--- config.mk ---
export PLATFORM = sky130hd
export DESIGN_NAME = sys_tick_timer
export DESIGN_NICKNAME = d
export VERILOG_FILES = /design/src/rtl/sys_tick_pkg.sv /design/src/rtl/tick_counter.sv /design/src/rtl/cmp_channel.sv /design/src/rtl/reg_decode.sv /design/src/rtl/sys_tick_timer.sv
export SDC_FILE = /design/constraint.sdc
export NUM_CORES = 1
export LEC_CHECK = 0
export BUFFER_PORTS_ARGS = -buffer_cell sky130_fd_sc_hd__buf_4
export CORE_MARGIN = 2
export CORE_UTILIZATION = 40
export DETAILED_ROUTE_END_ITERATION = 16
export PLACE_DENSITY = 0.71
export SETUP_SLACK_MARGIN = 0.2
export SLEW_MARGIN = 20
export SYNTH_ARGS = -nofsm -noshare
export SYNTH_HDL_FRONTEND = slang
export SYNTH_SLANG_ARGS = --single-unit
--- constraint.sdc ---
create_clock -name clk -period 1.8 [get_ports clk]
set_input_delay 0.36 -clock clk [delete_from_list [all_inputs] [get_ports clk]]
set_output_delay 0.36 -clock clk [all_outputs]
set_load 0.005 [all_outputs]
--- src/rtl/sys_tick_pkg.sv ---
package sys_tick_pkg;

    localparam int WORD_W   = 32;
    localparam int ADDR_W   = 4;
    localparam int FLAG_POS = 0;
    localparam int ENA_POS  = 4;

    localparam logic [ADDR_W-1:0] OFS_CTRL   = 4'h0;
    localparam logic [ADDR_W-1:0] OFS_CNT_LO = 4'h4;
    localparam logic [ADDR_W-1:0] OFS_CNT_HI = 4'h8;
    localparam logic [ADDR_W-1:0] OFS_CMP    = 4'hC;

    typedef enum logic [1:0] {
        CH_IDLE  = 2'd0,
        CH_ARMED = 2'd1,
        CH_FIRED = 2'd2,
        CH_HELD  = 2'd3
    } ch_state_e;

endpackage

--- src/rtl/tick_counter.sv ---
module tick_counter
    import sys_tick_pkg::*;
#(
    parameter int W = WORD_W
) (
    input  logic         clk,
    input  logic         rst_n,
    output logic [W-1:0] cnt_lo,
    output logic [W-1:0] cnt_hi
);
    localparam int CW = 2 * W;
    localparam logic [CW-1:0] STEP = CW'(1);
    localparam logic [W-1:0]  ONE  = W'(1);
    localparam logic [W-1:0]  TOP  = '1;

    logic [CW-1:0] cnt_q;

    always_ff @(posedge clk) begin
        if (!rst_n) cnt_q <= '0;
        else        cnt_q <= cnt_q + STEP;
    end

    assign cnt_lo = cnt_q[W-1:0];
    assign cnt_hi = cnt_q[CW-1:W];

    // high word carries only out of a wrapping low word
    a_r2_hi_carry: assert property (@(posedge clk) disable iff (!rst_n)
        (cnt_lo == TOP) |=> (cnt_hi == $past(cnt_hi) + ONE));
    a_r2_hi_hold: assert property (@(posedge clk) disable iff (!rst_n)
        (cnt_lo != TOP) |=> $stable(cnt_hi));
    a_r2_lo_step: assert property (@(posedge clk) disable iff (!rst_n)
        1'b1 |=> (cnt_lo == $past(cnt_lo) + ONE));

endmodule

--- src/rtl/cmp_channel.sv ---
module cmp_channel
    import sys_tick_pkg::*;
#(
    parameter int W = WORD_W
) (
    input  logic         clk,
    input  logic         rst_n,
    input  logic [W-1:0] cnt_lo,
    input  logic [W-1:0] cmp_val,
    input  logic         ctrl_wr,
    input  logic         wr_clear,
    input  logic         wr_enable,
    output logic         ch_en,
    output logic         ch_flag
);
    ch_state_e state_q, state_d;
    logic      hit;
    logic      clr;

    function automatic ch_state_e pack_state(input logic en, input logic flag);
        unique case ({en, flag})
            2'b00:   return CH_IDLE;
            2'b10:   return CH_ARMED;
            2'b11:   return CH_FIRED;
            default: return CH_HELD;
        endcase
    endfunction

    assign hit = ch_en && (cnt_lo == cmp_val);
    assign clr = ctrl_wr && wr_clear;

    // state register
    always_ff @(posedge clk) begin
        if (!rst_n) state_q <= CH_IDLE;
        else        state_q <= state_d;
    end

    // next state
    always_comb begin
        state_d = state_q;
        unique case (state_q)
            CH_IDLE: begin
                if (ctrl_wr && wr_enable) state_d = CH_ARMED;
            end
            CH_ARMED: begin
                state_d = pack_state(ctrl_wr ? wr_enable : 1'b1, hit);
            end
            CH_FIRED: begin
                state_d = pack_state(ctrl_wr ? wr_enable : 1'b1, hit || !clr);
            end
            CH_HELD: begin
                state_d = pack_state(ctrl_wr ? wr_enable : 1'b0, !clr);
            end
        endcase
    end

    // outputs
    always_comb begin
        unique case (state_q)
            CH_IDLE:  begin ch_en = 1'b0; ch_flag = 1'b0; end
            CH_ARMED: begin ch_en = 1'b1; ch_flag = 1'b0; end
            CH_FIRED: begin ch_en = 1'b1; ch_flag = 1'b1; end
            CH_HELD:  begin ch_en = 1'b0; ch_flag = 1'b1; end
        endcase
    end

    a_r5_hit_sets_flag: assert property (@(posedge clk) disable iff (!rst_n)
        (ch_en && (cnt_lo == cmp_val)) |=> ch_flag);
    a_r5_flag_sticky: assert property (@(posedge clk) disable iff (!rst_n)
        (ch_flag && !(ctrl_wr && wr_clear)) |=> ch_flag);
    a_r6_no_hit_disabled: assert property (@(posedge clk) disable iff (!rst_n)
        (!ch_en && !ch_flag) |=> !ch_flag);

endmodule

--- src/rtl/reg_decode.sv ---
module reg_decode
    import sys_tick_pkg::*;
#(
    parameter int W = WORD_W
) (
    input  logic              clk,
    input  logic              rst_n,
    input  logic [ADDR_W-1:0] addr,
    input  logic              wr_en,
    input  logic [W-1:0]      wr_data,
    input  logic [W-1:0]      cnt_lo,
    input  logic [W-1:0]      cnt_hi,
    input  logic              ch_en,
    input  logic              ch_flag,
    output logic [W-1:0]      rd_data,
    output logic [W-1:0]      cmp_val,
    output logic              ctrl_wr,
    output logic              wr_clear,
    output logic              wr_enable
);
    logic cmp_wr;

    assign ctrl_wr   = wr_en && (addr == OFS_CTRL);
    assign cmp_wr    = wr_en && (addr == OFS_CMP);
    assign wr_clear  = wr_data[FLAG_POS];
    assign wr_enable = wr_data[ENA_POS];

    always_ff @(posedge clk) begin
        if (!rst_n)      cmp_val <= '0;
        else if (cmp_wr) cmp_val <= wr_data;
    end

    always_comb begin
        rd_data = '0;
        unique case (addr)
            OFS_CTRL: begin
                rd_data[FLAG_POS] = ch_flag;
                rd_data[ENA_POS]  = ch_en;
            end
            OFS_CNT_LO: rd_data = cnt_lo;
            OFS_CNT_HI: rd_data = cnt_hi;
            OFS_CMP:    rd_data = cmp_val;
            default:    rd_data = '0;
        endcase
    end

    a_r3_cmp_load: assert property (@(posedge clk) disable iff (!rst_n)
        (wr_en && (addr == OFS_CMP)) |=> (cmp_val == $past(wr_data)));

endmodule

--- src/rtl/sys_tick_timer.sv ---
module sys_tick_timer
    import sys_tick_pkg::*;
(
    input  logic              clk,
    input  logic              rst_n,
    input  logic [ADDR_W-1:0] bus_addr,
    input  logic              bus_we,
    input  logic [WORD_W-1:0] bus_wdata,
    output logic [WORD_W-1:0] bus_rdata,
    output logic              irq
);
    localparam logic [WORD_W-1:0] ONE = WORD_W'(1);

    logic [WORD_W-1:0] cnt_lo, cnt_hi, cmp_val;
    logic ch_en, ch_flag, ctrl_wr, wr_clear, wr_enable;

    tick_counter #(.W(WORD_W)) u_cnt (
        .clk(clk), .rst_n(rst_n), .cnt_lo(cnt_lo), .cnt_hi(cnt_hi)
    );

    reg_decode #(.W(WORD_W)) u_regs (
        .clk(clk), .rst_n(rst_n), .addr(bus_addr), .wr_en(bus_we),
        .wr_data(bus_wdata), .cnt_lo(cnt_lo), .cnt_hi(cnt_hi),
        .ch_en(ch_en), .ch_flag(ch_flag), .rd_data(bus_rdata),
        .cmp_val(cmp_val), .ctrl_wr(ctrl_wr), .wr_clear(wr_clear),
        .wr_enable(wr_enable)
    );

    cmp_channel #(.W(WORD_W)) u_ch (
        .clk(clk), .rst_n(rst_n), .cnt_lo(cnt_lo), .cmp_val(cmp_val),
        .ctrl_wr(ctrl_wr), .wr_clear(wr_clear), .wr_enable(wr_enable),
        .ch_en(ch_en), .ch_flag(ch_flag)
    );

    assign irq = ch_en && ch_flag;

    // clear together with disable drops the interrupt
    a_r7_clear_disable_quiet: assert property (@(posedge clk) disable iff (!rst_n)
        (bus_we && bus_addr == OFS_CTRL && bus_wdata[FLAG_POS] && !bus_wdata[ENA_POS])
        |=> !irq);
    // bus writes to counter words do not disturb counting
    a_r10_cnt_write_ignored: assert property (@(posedge clk) disable iff (!rst_n)
        (bus_we && (bus_addr == OFS_CNT_LO || bus_addr == OFS_CNT_HI))
        |=> (cnt_lo == $past(cnt_lo) + ONE));

endmodule

==> out/results.ini <==
[power]
p_leak_uw = 0.003691
ir_drop_mv = 0.8235
seq_power_share = 0.450
intPower_uw = 3515
total_power_uw = 4912
clockPowerShare = 0.377
p_sw_uw = 1396
combPwrFrac = 0.173
p_sw_frac = 0.2843
p_per_area_nw_per_um2 = 539.9

[routing]
dr.pass1.iters = 5
first_iter_violations = 630
vias_per_cell = 6.123
avgRoutedWirePerCell_um = 23.62
ant_nets = 0
finalWirelength_mm = 25.06
via_count = 6497
post-route-drc-count = 0

[critical_path]
critical_path.max_fanout = 2
cp-start-kind = register
arrival_ps = 1690
critPathCaptureType = primary output
crit_type = register to primary output
critPathRequiredTime_ps = 1440

[final_layout]
multi_input_area_um2 = 4235
antenna_cells = 0
mostFrequentLayoutCells = 167 x buf_4, 92 x nor2_1, 81 x nand2_1
nFillCells = 824
final_common_cell = buf_4
final_core_util = 0.6843
syn2layout_area_growth_pct = 66.77
nets = 925
drive_gt1_frac = 0.5751
regArea_um2 = 2121

[floorplanning]
start_util = 0.4103
die_width_um = 120.8
dieArea_um2 = 14590
die_height_um = 120.8
core_area_um2 = 13300
rows = 42
io_pins = 72

[yosys]
avgSynthCellArea_um2 = 8.011
synth_edf_count = 0
synth_flop_cell = dfxtp_1
synthCells = 681
yosysUniqueCellTypes = 45
yosysSeqAreaShare = 0.3596
ys_async_sr_fraction = 0
syn_nets = 726
synth-seq-cells = 98
yosysWarnings = 0
syn_area_um2 = 5455

[global_route]
grt_pass1_wl_mm = 30.42
grt_pass1_vias = 5768
grt_start_max_net_pins = 62
grt_usage = 0.2694
gr-total-overflow = 0
antenna_found_initial = 0

[timing]
max-slew-margin-rel = 0.5955
finalWorstSetupSlack_ps = -247.2
min_period_ps = 2047
rsz0062_at_grt = true
finalMaxSlewViolations = 0
period_share = 1.137
fmax_mhz = 488.5
tightestPinTransition_ps = 604.7
finalSetupViolCount = 38
finalSetupTns_ps = -1992
skew_ps = 17.12
hold_violations = 0
fin_hold_ws_ps = 226.0

[status]
violations = negative setup slack
status = complete, but fails checks

[clocking]
cts_max_level = 3
postCtsHoldBufs = 0
clk_latency_ps = 370
clockRootBuffer = clkbuf_16
cts_max_path_buffers = 2
cts_made_buffers = 9
cts_tree = built
cts.sinks = 98
cts.clk_slew.worst_paths_ps = 80

[min_path]
min_path_type = input pin to register

[placement]
gp_congestion = 0.8998
dpl.hpwl_mm = 11.58
dp_slack_ps = -81.01
port_buffers = 71

[job]
drv_cap = 0

[registers in the layout, summed over array words and instances (netlist names)]
signal,cells
u_ch.state_q,2
u_cnt.cnt_q,64
u_regs.cmp_val,32
[cell usage after synthesis (all sizes together), types with 7 or more instances]
master / number / area (µm²)
xnor2: 55 / 481.7
or3: 7 / 43.79
and3: 9 / 56.30
clkbuf: 31 / 117.6
mux2: 25 / 281.5
nand2: 92 / 350.3
and4: 10 / 90.09
xor2: 33 / 289.0
nor3: 19 / 116.4
inv: 16 / 60.05
o21ai: 13 / 65.06
dfxtp: 98 / 1962
a21oi: 42 / 210.2
buf: 18 / 95.09
nand3: 27 / 140.1
a22oi: 30 / 225.2
nand4: 20 / 161.4
nor2: 103 / 386.6
[metal layers]
layer,share of wire,GRT usage,wire (µm),vias to the layer above
li1,-,-,-,2719
met2,0.47,0.4700,11660,466
met1,0.36,0.3152,8896,3127
met3,0.092,0.04811,2296,185
met5,0,0,0,-
met4,0.088,0.1374,2202,0
[worst max-delay path, cell delays in order, from the launching register on]
cell and delay, ps:
dfxtp_2 340, inv_2 50, ha_4 230, mux4_2 440
and2_4 160, buf_6 110
[through the flow]
| stage | instances | cell area [µm²] |
|---|---|---|
| 3_5_place_dp | 967 | 6770 |
| 4_1_cts | 1025 | 8175 |
| 2_1_floorplan | 681 | 5602 |
| 3_3_place_gp | 967 | 6770 |
| 6_report | 1061 | 9097 |
| 5_1_grt | 1061 | 9097 |
[repair_timing]
item                                    CTS  global route
setup buffers                            35            34
endpoints found under the setup margin   88            88
resized for setup                       227           150
pin swaps                                68           105
cloned                                    7             2
[power groups by stage]
stage	clock network (µW)	registers [µW]	logic, µW
floorplan	0	2270	354
global placement	0	2280	585
detailed placement	0	2280	590
CTS	1800	2220	716
global route	1950	2210	899
finish	1850	2210	849
[path summary, 6_finish.rpt]
check | to | slack [ps] | cells after the start | start
worst max-delay path | bus_rdata[4] | -250 | 5 | u_ch.state_q[1]
worst min-delay path | u_regs.cmp_val[17] | 230 | 3 | bus_wdata[17]
worst max register to register | u_ch.state_q[0] | -110 | 8 | u_regs.cmp_val[9]
worst min register to register | u_regs.cmp_val[19] | 490 | 2 | u_regs.cmp_val[19]
[cell type report]
class	count	area share
clock inverters	5	0.003438
well taps	176	0.02421
flip-flops and latches	98	0.2331
clock buffers	11	0.02558
inverters	16	0.007427
repair buffers	235	0.2407
multi-input cells	520	0.4655
[logic make-up after synthesis]
logic type | after synthesis | share of synthesized area
AND/OR/NAND/NOR | 303 | 0.2732
flip-flops | 98 | 0.3596
AO/OA/AOI/OAI | 93 | 0.1028
XOR/XNOR | 88 | 0.1413
buffers and inverters | 65 | 0.05000
multiplexers | 28 | 0.05940
adder cells (fa/ha/maj) | 6 | 0.01376
No activity file was read; power rests on OpenSTA's default activity.
